## src/rtl/me_pkg.sv

```systemverilog
`timescale 1ns/1ps
package me_pkg;
  typedef enum logic [1:0] {ST_IDLE, ST_RUN, ST_EVAL, ST_DONE} me_state_t;

  localparam int NLANE = 5;

  // |a-b| on 16-bit operands; engines zero-extend their pixels into it
  function automatic logic [15:0] abs_diff(input logic [15:0] a, input logic [15:0] b);
    return (a > b) ? (a - b) : (b - a);
  endfunction

  // unit direction of each lane: 0 centre, 1 up, 2 left, 3 right, 4 down
  function automatic int lane_dx(input int lane);
    case (lane)
      2:       return -1;
      3:       return 1;
      default: return 0;
    endcase
  endfunction

  function automatic int lane_dy(input int lane);
    case (lane)
      1:       return -1;
      4:       return 1;
      default: return 0;
    endcase
  endfunction

  function automatic int clamp_int(input int v, input int lim);
    if (v > lim)  return lim;
    if (v < -lim) return -lim;
    return v;
  endfunction

  function automatic logic inside_box(input int ox, input int oy, input int lim);
    return (ox <= lim) && (ox >= -lim) && (oy <= lim) && (oy >= -lim);
  endfunction
endpackage

```

## src/rtl/me_curbuf.sv

```systemverilog
`timescale 1ns/1ps
module me_curbuf #(
  parameter int PW    = 8,
  parameter int DEPTH = 256,
  parameter int AW    = 8
) (
  input  logic          clk,
  input  logic          we,
  input  logic [AW-1:0] waddr,
  input  logic [PW-1:0] wdata,
  input  logic          re,
  input  logic [AW-1:0] raddr,
  output logic [PW-1:0] rdata
);
  logic [PW-1:0] mem [DEPTH];

  always_ff @(posedge clk) begin
    if (we) mem[waddr] <= wdata;
    if (re) rdata <= mem[raddr];
  end
endmodule

```

## src/rtl/me_pe.sv

```systemverilog
`timescale 1ns/1ps
module me_pe #(
  parameter int PW = 8,
  parameter int SW = 16
) (
  input  logic          clk,
  input  logic          rst_n,
  input  logic          clr,
  input  logic          en,
  input  logic          force_max,
  input  logic [PW-1:0] cur_px,
  input  logic [PW-1:0] ref_px,
  output logic [SW-1:0] sad
);
  logic [SW-1:0] acc;
  logic [15:0]   diff;

  assign diff = me_pkg::abs_diff(16'(cur_px), 16'(ref_px));

  always_ff @(posedge clk or negedge rst_n) begin
    if (!rst_n)   acc <= '0;
    else if (clr) acc <= '0;
    else if (en)  acc <= acc + SW'(diff);
  end

  assign sad = force_max ? '1 : acc;
endmodule

```

## src/rtl/me_ctrl.sv

```systemverilog
`timescale 1ns/1ps
module me_ctrl
  import me_pkg::*;
#(
  parameter int SW       = 16,
  parameter int NPIX     = 256,
  parameter int STEPS_LO = 3,
  parameter int STEPS_HI = 5,
  parameter int CW       = 6,
  parameter int CNTW     = 9
) (
  input  logic                 clk,
  input  logic                 rst_n,
  input  logic                 start,
  input  logic                 five_step,
  input  logic [NLANE*SW-1:0]  sad_all,
  output me_state_t            state,
  output logic [CNTW-1:0]      cnt,
  output logic                 issue,
  output logic                 rd_vld,
  output logic                 clr,
  output logic signed [CW-1:0] cx,
  output logic signed [CW-1:0] cy,
  output logic [CW-1:0]        step_dist,
  output logic [CW-1:0]        lim,
  output logic                 five_q,
  output logic                 eval_evt,
  output logic                 last_step,
  output logic [2:0]           best_idx,
  output logic                 busy,
  output logic                 done,
  output logic signed [CW-1:0] mv_x,
  output logic signed [CW-1:0] mv_y,
  output logic [SW-1:0]        min_sad
);
  localparam int RMAX = (1 << STEPS_HI) - 1;
  localparam int RLO  = (1 << STEPS_LO) - 1;

  logic [SW-1:0] best_sad;
  int            nx_i, ny_i;

  assign issue     = (state == ST_RUN) && (cnt < CNTW'(NPIX));
  assign eval_evt  = (state == ST_EVAL);
  assign last_step = (step_dist == CW'(1));
  assign busy      = (state == ST_RUN) || (state == ST_EVAL);
  assign done      = (state == ST_DONE);
  assign lim       = five_q ? CW'(RMAX) : CW'(RLO);
  assign clr       = ((state == ST_IDLE) && start) || (eval_evt && !last_step);

  // lowest score wins; strict compare keeps the lane order as tie priority
  always_comb begin
    best_idx = 3'd0;
    best_sad = sad_all[SW-1:0];
    for (int k = 1; k < NLANE; k++) begin
      if (sad_all[k*SW +: SW] < best_sad) begin
        best_idx = 3'(k);
        best_sad = sad_all[k*SW +: SW];
      end
    end
    nx_i = int'(cx) + lane_dx(int'(best_idx)) * int'(step_dist);
    ny_i = int'(cy) + lane_dy(int'(best_idx)) * int'(step_dist);
  end

  always_ff @(posedge clk or negedge rst_n) begin
    if (!rst_n) begin
      state     <= ST_IDLE;
      cnt       <= '0;
      rd_vld    <= 1'b0;
      cx        <= '0;
      cy        <= '0;
      step_dist <= '0;
      five_q    <= 1'b0;
      mv_x      <= '0;
      mv_y      <= '0;
      min_sad   <= '0;
    end else begin
      rd_vld <= issue;
      case (state)
        ST_IDLE: if (start) begin
          state     <= ST_RUN;
          cnt       <= '0;
          cx        <= '0;
          cy        <= '0;
          five_q    <= five_step;
          step_dist <= five_step ? CW'(1 << (STEPS_HI - 1)) : CW'(1 << (STEPS_LO - 1));
        end
        ST_RUN: begin
          cnt <= cnt + 1'b1;
          if (cnt == CNTW'(NPIX)) state <= ST_EVAL;
        end
        ST_EVAL: begin
          cx <= CW'(nx_i);
          cy <= CW'(ny_i);
          if (last_step) begin
            state   <= ST_DONE;
            mv_x    <= CW'(nx_i);
            mv_y    <= CW'(ny_i);
            min_sad <= best_sad;
          end else begin
            state     <= ST_RUN;
            cnt       <= '0;
            step_dist <= step_dist >> 1;
          end
        end
        default: state <= ST_IDLE;
      endcase
    end
  end
endmodule

```

## src/rtl/logsearch_me.sv

```systemverilog
`timescale 1ns/1ps
module logsearch_me
  import me_pkg::*;
#(
  parameter int PW       = 8,
  parameter int MB       = 16,
  parameter int SW       = 16,
  parameter int STEPS_LO = 3,
  parameter int STEPS_HI = 5,
  localparam int NPIX = MB * MB,
  localparam int PXW  = $clog2(NPIX),
  localparam int CNTW = $clog2(NPIX + 1),
  localparam int RMAX = (1 << STEPS_HI) - 1,
  localparam int WIN  = MB + 2 * RMAX,
  localparam int AW   = $clog2(WIN * WIN),
  localparam int CW   = $clog2(RMAX + 1) + 1
) (
  input  logic                   clk,
  input  logic                   rst_n,
  input  logic                   cur_we,
  input  logic [PXW-1:0]         cur_waddr,
  input  logic [PW-1:0]          cur_wdata,
  input  logic                   start,
  input  logic                   five_step,
  output logic [NLANE*AW-1:0]    ref_addr,
  input  logic [NLANE*PW-1:0]    ref_data,
  output logic                   busy,
  output logic                   done,
  output logic signed [CW-1:0]   mv_x,
  output logic signed [CW-1:0]   mv_y,
  output logic [SW-1:0]          min_sad
);
  me_state_t             state;
  logic [CNTW-1:0]       cnt;
  logic                  issue, rd_vld, clr;
  logic signed [CW-1:0]  cx, cy;
  logic [CW-1:0]         step_dist, lim;
  logic                  five_q, eval_evt, last_step;
  logic [2:0]            best_idx;
  logic [NLANE*SW-1:0]   sad_all;
  logic [PW-1:0]         cur_rd;
  logic [PXW-1:0]        pix;

  assign pix = cnt[PXW-1:0];

  me_curbuf #(.PW(PW), .DEPTH(NPIX), .AW(PXW)) u_buf (
    .clk(clk), .we(cur_we), .waddr(cur_waddr), .wdata(cur_wdata),
    .re(issue), .raddr(pix), .rdata(cur_rd)
  );

  for (genvar k = 0; k < NLANE; k++) begin : g_lane
    int   ox, oy, row, col;
    logic in_rng;

    always_comb begin
      ox     = int'(cx) + lane_dx(k) * int'(step_dist);
      oy     = int'(cy) + lane_dy(k) * int'(step_dist);
      row    = int'(pix) / MB;
      col    = int'(pix) % MB;
      in_rng = inside_box(ox, oy, int'(lim));
      ref_addr[k*AW +: AW] = AW'((RMAX + clamp_int(oy, RMAX) + row) * WIN
                                 + RMAX + clamp_int(ox, RMAX) + col);
    end

    me_pe #(.PW(PW), .SW(SW)) u_pe (
      .clk(clk), .rst_n(rst_n), .clr(clr), .en(rd_vld), .force_max(!in_rng),
      .cur_px(cur_rd), .ref_px(ref_data[k*PW +: PW]), .sad(sad_all[k*SW +: SW])
    );
  end

  me_ctrl #(
    .SW(SW), .NPIX(NPIX), .STEPS_LO(STEPS_LO), .STEPS_HI(STEPS_HI),
    .CW(CW), .CNTW(CNTW)
  ) u_ctrl (
    .clk(clk), .rst_n(rst_n), .start(start), .five_step(five_step),
    .sad_all(sad_all), .state(state), .cnt(cnt), .issue(issue), .rd_vld(rd_vld),
    .clr(clr), .cx(cx), .cy(cy), .step_dist(step_dist), .lim(lim), .five_q(five_q),
    .eval_evt(eval_evt), .last_step(last_step), .best_idx(best_idx),
    .busy(busy), .done(done), .mv_x(mv_x), .mv_y(mv_y), .min_sad(min_sad)
  );
endmodule

```

## config.mk

```make
export PLATFORM = sky130hd
export DESIGN_NAME = logsearch_me
export DESIGN_NICKNAME = d
export VERILOG_FILES = /design/src/rtl/me_pkg.sv /design/src/rtl/me_curbuf.sv /design/src/rtl/me_pe.sv /design/src/rtl/me_ctrl.sv /design/src/rtl/logsearch_me.sv
export SDC_FILE = /design/constraint.sdc
export NUM_CORES = 2
export LEC_CHECK = 0
export BUFFER_PORTS_ARGS = -buffer_cell sky130_fd_sc_hd__buf_2
export CAP_MARGIN = 20
export CORE_MARGIN = 2
export CORE_UTILIZATION = 45
export DETAILED_ROUTE_END_ITERATION = 10
export PLACE_DENSITY = 0.65
export SLEW_MARGIN = 0
export SYNTH_ARGS = -nofsm -noshare
export SYNTH_HDL_FRONTEND = slang
export SYNTH_SLANG_ARGS = --single-unit
```

## constraint.sdc

```tcl
create_clock -name clk -period 30.7 [get_ports clk]
set_clock_uncertainty 0.1 [all_clocks]
set_input_delay 3.07 -clock clk [delete_from_list [all_inputs] [get_ports clk]]
set_output_delay 3.07 -clock clk [all_outputs]
set_load 0.1 [all_outputs]
```

# --- After elaboration in Yosys (flattened, before gate mapping) ---
# Memory sizes are Yosys's and may differ from the RTL's. A register that Yosys moved wholly into a read port is not among the register bits.
# Index checks and enable logic that the tools add are counted.
classes:
  add_sub_neg: 43
  mul: 5
  order_cmp: 34
  eq_ne: 12
  n_mux: 89
  reduce_logical: 29
op_table:
  columns: ["cell", "count"]
  rows:
  - ["two-way mux 16 bit", 24]
  - ["two-way mux 32 bit", 9]
  - ["case mux 32 bit (2 select lines)", 2]
  - ["two-way mux 13 bit", 9]
  - ["adder 32 x 5 -> 32 bit", 3]
  - ["adder 6 x 32 -> 32 bit (first input constant)", 3]
  - ["multiplier 32 x 7 -> 12 bit (second input constant)", 3]
  - ["subtractor 8 x 8 -> 9 bit", 10]
  - ["adder 16 bit", 5]
  - ["adder 13 bit", 5]
  - ["adder 13 x 5 -> 13 bit", 5]
  - ["adder 6 x 32 -> 32 bit", 2]
  - ["greater-or-equal comparator 32 bit", 2]
  - ["greater-or-equal comparator 6 x 32 -> 1 bit", 2]
  - ["greater-or-equal comparator 8 x 32 -> 1 bit", 2]
  - ["> comparator 32 x 6 -> 1 bit (second input constant)", 2]
  - ["less-than comparator 16 bit", 4]
  - ["less-than comparator 32 x 6 -> 1 bit (second input constant)", 2]
  - ["multiplier 32 x 7 -> 6 bit", 2]
  - ["negator 6 -> 32 bit", 2]
  - ["> comparator 8 bit", 5]
  - ["two-way mux 5 bit", 8]
  - ["adder 13 x 6 -> 13 bit (second input constant)", 3]
  - ["case mux 6 bit (2 select lines)", 3]
  - ["other kinds (35)", 95]
totals:
  register_bits: 139
  mem_bits_rw: 2048
  in_bits: 61
  memories: 1
memory_table:
  columns: ["name", "depth", "width", "read_ports", "rd_clocked_by_memory_dff", "write_ports", "line_no", "source"]
  rows:
  - ["u_buf.mem", 256, 8, 1, 1, 1, "me_curbuf.sv:15", "logic [PW-1:0] mem [DEPTH];"]

# --- Depth between registers and ports, before layout ---
logic_depth:
  word_depth: 20
  depth_mapped: 78

# --- Cells and area by module ---
# A second synthesis with hierarchy kept.
hier_totals:
  hier_cells: 7531
  hier_area_um2: 110639.9
modules_own_cells:
  columns: ["module", "n_inst", "cells_each", "area_each_um2", "seq_area_each_um2"]
  rows:
  - ["me_curbuf", 1, 3733, 79636.4, 61739.2]
  - ["logsearch_me", 1, 1800, 14019.7, 0.0]
  - ["me_pe (g_lane[0].u_pe ...)", 4, 267, 2230.9, 400.4]
  - ["me_ctrl", 1, 663, 5878.1, 1451.4]
  - ["me_pe (g_lane[4].u_pe)", 1, 267, 2182.1, 400.4]

# --- Worst setup path after synthesis ---
# OpenSTA, ideal clock, no wires.
synth_path:
  path_type: "reg2reg"
  start: "register u_ctrl.step_dist[1]"
  end: "register u_ctrl.cx[5]"
  t_arrival_ns: 15.462
  path_slack_ns: 15.014
  stages_incl_launch_ff: 74
  synth_period_minus_slack_ns: 15.686
  path_cell_list: "dfrtp_1 -> inv_1 -> ha_1 -> fa_1 -> a21o_1 -> a21oi_1 -> xor2_1 -> inv_1 -> ha_1 -> o21ba_2 -> o21ai_0 -> or4_1 -> nand2_1 -> clkbuf_1 -> clkbuf_1 -> nand2b_1 -> ha_1 -> a211o_1 -> (+38 left out) -> a211oi_1 -> o31a_1 -> a41oi_1 -> clkbuf_1 -> and3_1 -> fa_1 -> ha_1 -> inv_1 -> fa_1 -> fa_1 -> inv_1 -> ha_1 -> a21oi_1 -> xnor2_1 -> nor3_1 -> a21oi_1 -> o31ai_1 -> a211o_1"
synth_between:
  elab_chain_cells: 19
  elab_cells_between_ends: 44
synth_lines:
  columns: ["item", "line_no", "source"]
  rows:
  - ["from (decl)", "me_ctrl.sv:24", "output logic [CW-1:0] step_dist,"]
  - ["from (signal assigned)", "me_ctrl.sv:85", "step_dist <= five_step ? CW'(1 << (STEPS_HI - 1)) : CW'(1 << (STEPS_LO - 1));"]
  - ["from (signal assigned)", "me_ctrl.sv:102", "step_dist <= step_dist >> 1;"]
  - ["negator 6 -> 32 bit (not written as such)", "logsearch_me.sv:56, logsearch_me.sv:57", null]
  - ["adder 6 x 32 -> 32 bit", "logsearch_me.sv:57", "oy = int'(cy) + lane_dy(k) * int'(step_dist);"]
  - ["<= comparator 32 x 7 -> 1 bit", "me_pkg.sv:36", "return (ox <= lim) && (ox >= -lim) && (oy <= lim) && (oy >= -lim);"]
  - ["logical AND 1 bit (2 in series)", "me_pkg.sv:36", null]
  - ["two-way mux 16 bit", "me_pe.sv:26", "assign sad = force_max ? '1 : acc;"]
  - ["less-than comparator 16 bit", "me_ctrl.sv:55", "if (sad_all[k*SW +: SW] < best_sad) begin"]
  - ["two-way mux 16 bit", "me_ctrl.sv:55", null]
  - ["less-than comparator 16 bit", "me_ctrl.sv:55", null]
  - ["(+2 left out)", null, null]
  - ["two-way mux 16 bit", "me_ctrl.sv:55", null]
  - ["less-than comparator 16 bit", "me_ctrl.sv:55", null]
  - ["two-way mux 3 bit", "me_ctrl.sv:55", null]
  - ["== test 3 x 2 -> 1 bit", "me_pkg.sv:14", "case (lane)"]
  - ["case mux 32 bit (2 select lines)", "me_pkg.sv:14", null]
  - ["multiplier 32 x 7 -> 6 bit *", "me_ctrl.sv:60", "nx_i = int'(cx) + lane_dx(int'(best_idx)) * int'(step_dist);"]
  - ["adder 6 bit *", "me_ctrl.sv:60", null]
  - ["case mux 6 bit (2 select lines) *", "me_ctrl.sv:78", "case (state)"]
  - ["to (signal assigned)", "me_ctrl.sv:92", "cx <= CW'(nx_i);"]
  - ["to (decl)", "me_ctrl.sv:22", "output logic signed [CW-1:0] cx,"]
# Every way passes the cells marked *; elsewhere a longest branch is shown, timed or not.
# A chain may end at the register's enable or synchronous reset.

# --- Worst setup path in the final report ---
layout_path:
  start: "register u_ctrl.five_q"
  end: "register u_ctrl.cx[5]"
layout_between:
  elab_chain_cells: 20
  elab_cells_between_ends: 49
layout_lines:
  columns: ["item", "line_no", "source"]
  rows:
  - ["from (decl)", "me_ctrl.sv:26", "output logic five_q,"]
  - ["from (signal assigned)", "me_ctrl.sv:84", "five_q <= five_step;"]
  - ["two-way mux 5 bit *", "me_ctrl.sv:47", "assign lim = five_q ? CW'(RMAX) : CW'(RLO);"]
  - ["negator 6 -> 32 bit", "me_pkg.sv:36", null]
  - ["greater-or-equal comparator 6 x 32 -> 1 bit", "me_pkg.sv:36", null]
  - ["logical AND 1 bit (3 in series)", "me_pkg.sv:36", null]
  - ["two-way mux 16 bit", "me_pe.sv:26", null]
  - ["less-than comparator 16 bit", "me_ctrl.sv:55", null]
  - ["two-way mux 16 bit", "me_ctrl.sv:55", null]
  - ["less-than comparator 16 bit", "me_ctrl.sv:55", null]
  - ["(+2 left out)", null, null]
  - ["two-way mux 16 bit", "me_ctrl.sv:55", null]
  - ["less-than comparator 16 bit", "me_ctrl.sv:55", null]
  - ["two-way mux 3 bit *", "me_ctrl.sv:55", null]
  - ["== test 3 x 2 -> 1 bit", "me_pkg.sv:14", null]
  - ["case mux 32 bit (2 select lines) *", "me_pkg.sv:14", null]
  - ["multiplier 32 x 7 -> 6 bit *", "me_ctrl.sv:60", null]
  - ["adder 6 bit *", "me_ctrl.sv:60", null]
  - ["case mux 6 bit (2 select lines) *", "me_ctrl.sv:78", null]
# Marked as above.

==> key figures <==
Outcome
  • Status: complete, no violations

Floorplanning
  • Die extent in x: slightly below 500 µm
  • Row Count: about 180
  • Area of the die: 0.236 mm²
  • IO Pins: ~160
  • Effective utilization at floorplan: 45.4%
  • Die H: slightly below 500 µm
  • Core area: 0.230 mm²

Timing
  • Slew of the pin with the lowest slew margin: ~1200 ps
  • Achievable clock frequency: roughly 54 MHz
  • Unrepaired setup endpoints after global routing: no
  • Fin crit period: 18580 ps
  • Final setup vio count: 0
  • Hold WS: 376 ps
  • Rel. slew slack: a little under a quarter
  • Fin. Hold Viols: 0
  • Final Max Tran Viols: 0
  • Setup_tns: 0 ps
  • Final worst-path cycle share: between 60% and 70%

Critical path
  • FF-to-FF path depth: between 60 and 70
  • Crit path DAT: 19160 ps
  • Critical path startpoint category: register
  • Worst Path Max Fanout: 34
  • Crit-path slowest cell: a21oi_1
  • R2r endpoint: u_ctrl.cx[5]
  • Worst path max stage delay: slightly below 800 ps
  • Setup crit end kind: register
  • Worst path most repeated cell: ha_1
  • R2R Setup Slk: 12120 ps
  • Worst Path Required: roughly 31000 ps
  • WS Path Type: register to register
  • Origin of the critical flop-to-flop path: u_ctrl.five_q

Global routing
  • Largest net degree at the start of global routing: 127
  • Global-route wire length before repair: between 300000 and 400000 µm
  • Total track usage: 21.6%
  • Gr ovfl total: 0
  • Initial antenna violation count: 11
  • Vias in the first global route: between 50000 and 60000

Detailed routing
  • Post-Route WL: 256000 µm
  • Vias per inst: 5.83
  • 1st-iter DRT viols: around 6000
  • Antenna viol nets, final: 0
  • WL per Instance: 26.1 µm
  • Total number of vias: ~57000
  • Pre-antenna DRT Iters: 7
  • DRC Markers: 0

Synth
  • Synth top area share: around three fifths
  • Synth top area cells: edfxtp_1 59%, mux4_2 14%, ha_1 6.5%
  • Async set-reset flop share out of synthesis: approximately 6.3%
  • Top FF cell, synth: edfxtp_1
  • #FFs+latches synth: approximately 2200
  • Seq/Total Area, Yosys: between 60% and 70%
  • YS warnings: 0
  • Synth Area per Inst: about 16 µm²
  • Gate count of the mapped netlist: roughly 6400
  • Synthesized net count: between 7000 and 8000
  • Largest area contributor in the netlist: edfxtp_1
  • Syn Std Cell Area: around 0.10 mm²
  • Post-synth EDFFs: 2056
  • Post-synth cell types: 85

Cells and area
  • Area delta synth->final: 10.7%
  • Nets: approximately 7300
  • Final Util: 50.2%
  • Layout cell share with drive strength beyond 1: a little under a fifth
  • Filler Cells Inserted: approximately 19000

Pwr
  • Flop pwr share: 44.4%
  • Psw: approximately 2.2 mW
  • Int Pwr: 5.47 mW
  • Clock power frac: between 30% and 40%
  • Lkg Pwr: roughly 40 nW
  • Combinational share of power: 22.5%
  • Net Sw Frac: 28.7%
  • Pwr per Cell Area: about 66 mW/mm²
  • Max VDD drop: approximately 94 µV

Place
  • HPWL Detailed: between 150000 and 200000 µm
  • Placer Congestion: 0.863
  • Port bufs: 155

Clock tree
  • CTS tree: yes
  • H-Tree Depth: 4
  • Reg clk slew, reported paths: around 60 ps
  • Clk buf depth: 3
  • Hold buffers post-CTS: 0
  • CTS resizes: 0
  • CTS Root Cell: clkbuf_16
  • # Post-CTS Setup Buffers: 0
  • # clock sinks: approximately 2200
  • TritonCTS Buffers: approximately 210
  • Worst-Skew Late Latency: just over 800 ps

Worst hold path
  • Worst hold path type: register to register
  • WHS Endpoint: u_ctrl.mv_y[0]
  • Hold Path Origin: u_ctrl.mv_y[0]
  • Hold Path Depth: 2

Run
  • Max_cap viols: 0
-- placed cells by master, fill, tap and decap left out, types with 98 or more instances in the layout --
cell type	netlist	routed
clkbuf_16	0	211
o21ai_0	140	139
nor2_1	490	490
dfrtp_1	138	132
xnor2_1	169	169
ha_1	542	542
buf_2	7	146
buf_4	2	98
edfxtp_1	2056	2056
a21oi_1	231	231
mux4_2	669	669
inv_1	463	462
nand2_1	240	239
-- how the worst max path moves through the flow --
stage,from,to,slack [ps],depth (start not counted)
floorplan,u_ctrl.step_dist[1],u_ctrl.cx[5],15010,73
global placement,u_ctrl.five_q,u_ctrl.cy[5],12740,62
detailed placement,u_ctrl.five_q,u_ctrl.cy[5],12460,62
CTS,u_ctrl.five_q,u_ctrl.cx[5],12400,64
global route,u_ctrl.five_q,u_ctrl.cy[5],11090,62
finish,u_ctrl.five_q,u_ctrl.cx[5],12120,64
-- sequential cells by signal, indices dropped and copies added (netlist names), 2 cells and up --
name / count
u_ctrl.cx: 6
u_buf.mem: 2048
u_ctrl.mv_y: 6
u_ctrl.mv_x: 6
u_ctrl.cy: 6
u_ctrl.state: 2
u_ctrl.min_sad: 16
u_ctrl.step_dist: 5
u_ctrl.cnt: 9
g_lane.u_pe.acc: 80
u_buf.rdata: 8
-- synthesized netlist by cell type, types with 48 or more instances --
library cell  number
nand2b_1          68
nand2_1          240
xnor2_1          169
o21ai_0          140
buf_1             71
inv_1            463
fa_1              93
xor2_1            73
a21oi_1          231
clkbuf_1         186
nor2_1           490
mux4_2           669
nor3_1            48
nor2b_1           58
a21o_1            87
edfxtp_1        2056
ha_1             542
mux2i_1           85
dfrtp_1          138
-- kinds of logic (layout without fill, tap and decap cells) --
family                   count (synthesis)  in the layout  synth area share, %
flip-flops                            2194           2194                 62.4
AND/OR/NAND/NOR                       1079           1079                 4.67
multiplexers                           769            769                 15.4
AO/OA/AOI/OAI                          740            740                 4.55
buffers and inverters                  737           1114                 2.69
adder cells (fa/ha/maj)                635            635                 8.27
XOR/XNOR                               242            242                 2.03
other                                    0              4                    0
-- critical path, delay by kind of cell (launching register included) --
family | cells | cell delay, ps
DFF | 1 | 700
AOI/OAI and AO/OA | 30 | 7800
adders and majority gates | 10 | 3660
xor gates and xnor gates | 1 | 450
buffers and inverters | 6 | 1500
and+or+nand+nor | 17 | 4180
-- power by group through the flow --
stage,logic [mW],registers (mW),clock network [mW]
after floorplan,1.29,3.44,0
after global placement,1.66,3.47,0
after detailed placement,1.70,3.47,0
after CTS,1.72,3.41,2.58
after global routing,1.93,3.41,2.69
final,1.72,3.41,2.54
-- through the flow --
stage	power [mW]	instance area [µm²]	instances	worst slack [ps]
after floorplan	4.73	104000	6396	15010
after global placement	5.13	109000	9405	12740
after detailed placement	5.17	109000	9408	12460
after CTS	7.70	116000	9798	12400
after global routing	8.03	116000	9799	11090
final	7.67	116000	9803	12120
-- metal layers --
layer	routed length (µm)	vias to the layer above	share of wire [%]	track usage [%]
met5	26	-	0.010	0
met3	18800	341	7.3	3.47
li1	-	25131	-	-
met2	123000	2167	48	34.9
met1	107000	29473	42	30.5
met4	6560	4	2.6	5.80
-- area by class of cell --
class | instances | area [µm²] | share of cell area (%)
Clock buffer | 258 | 5470 | 4.72
Sequential cell | 2194 | 65200 | 56.4
Inverter | 467 | 1750 | 1.52
Antenna cell | 4 | 10.0 | 0.00865
Multi-Input combinational cell | 3465 | 36500 | 31.6
Tap cell | 3026 | 3790 | 3.27
Timing Repair Buffer | 257 | 1670 | 1.44
Clock inverter | 132 | 1290 | 1.12
Power figures use the tool's default switching activity.
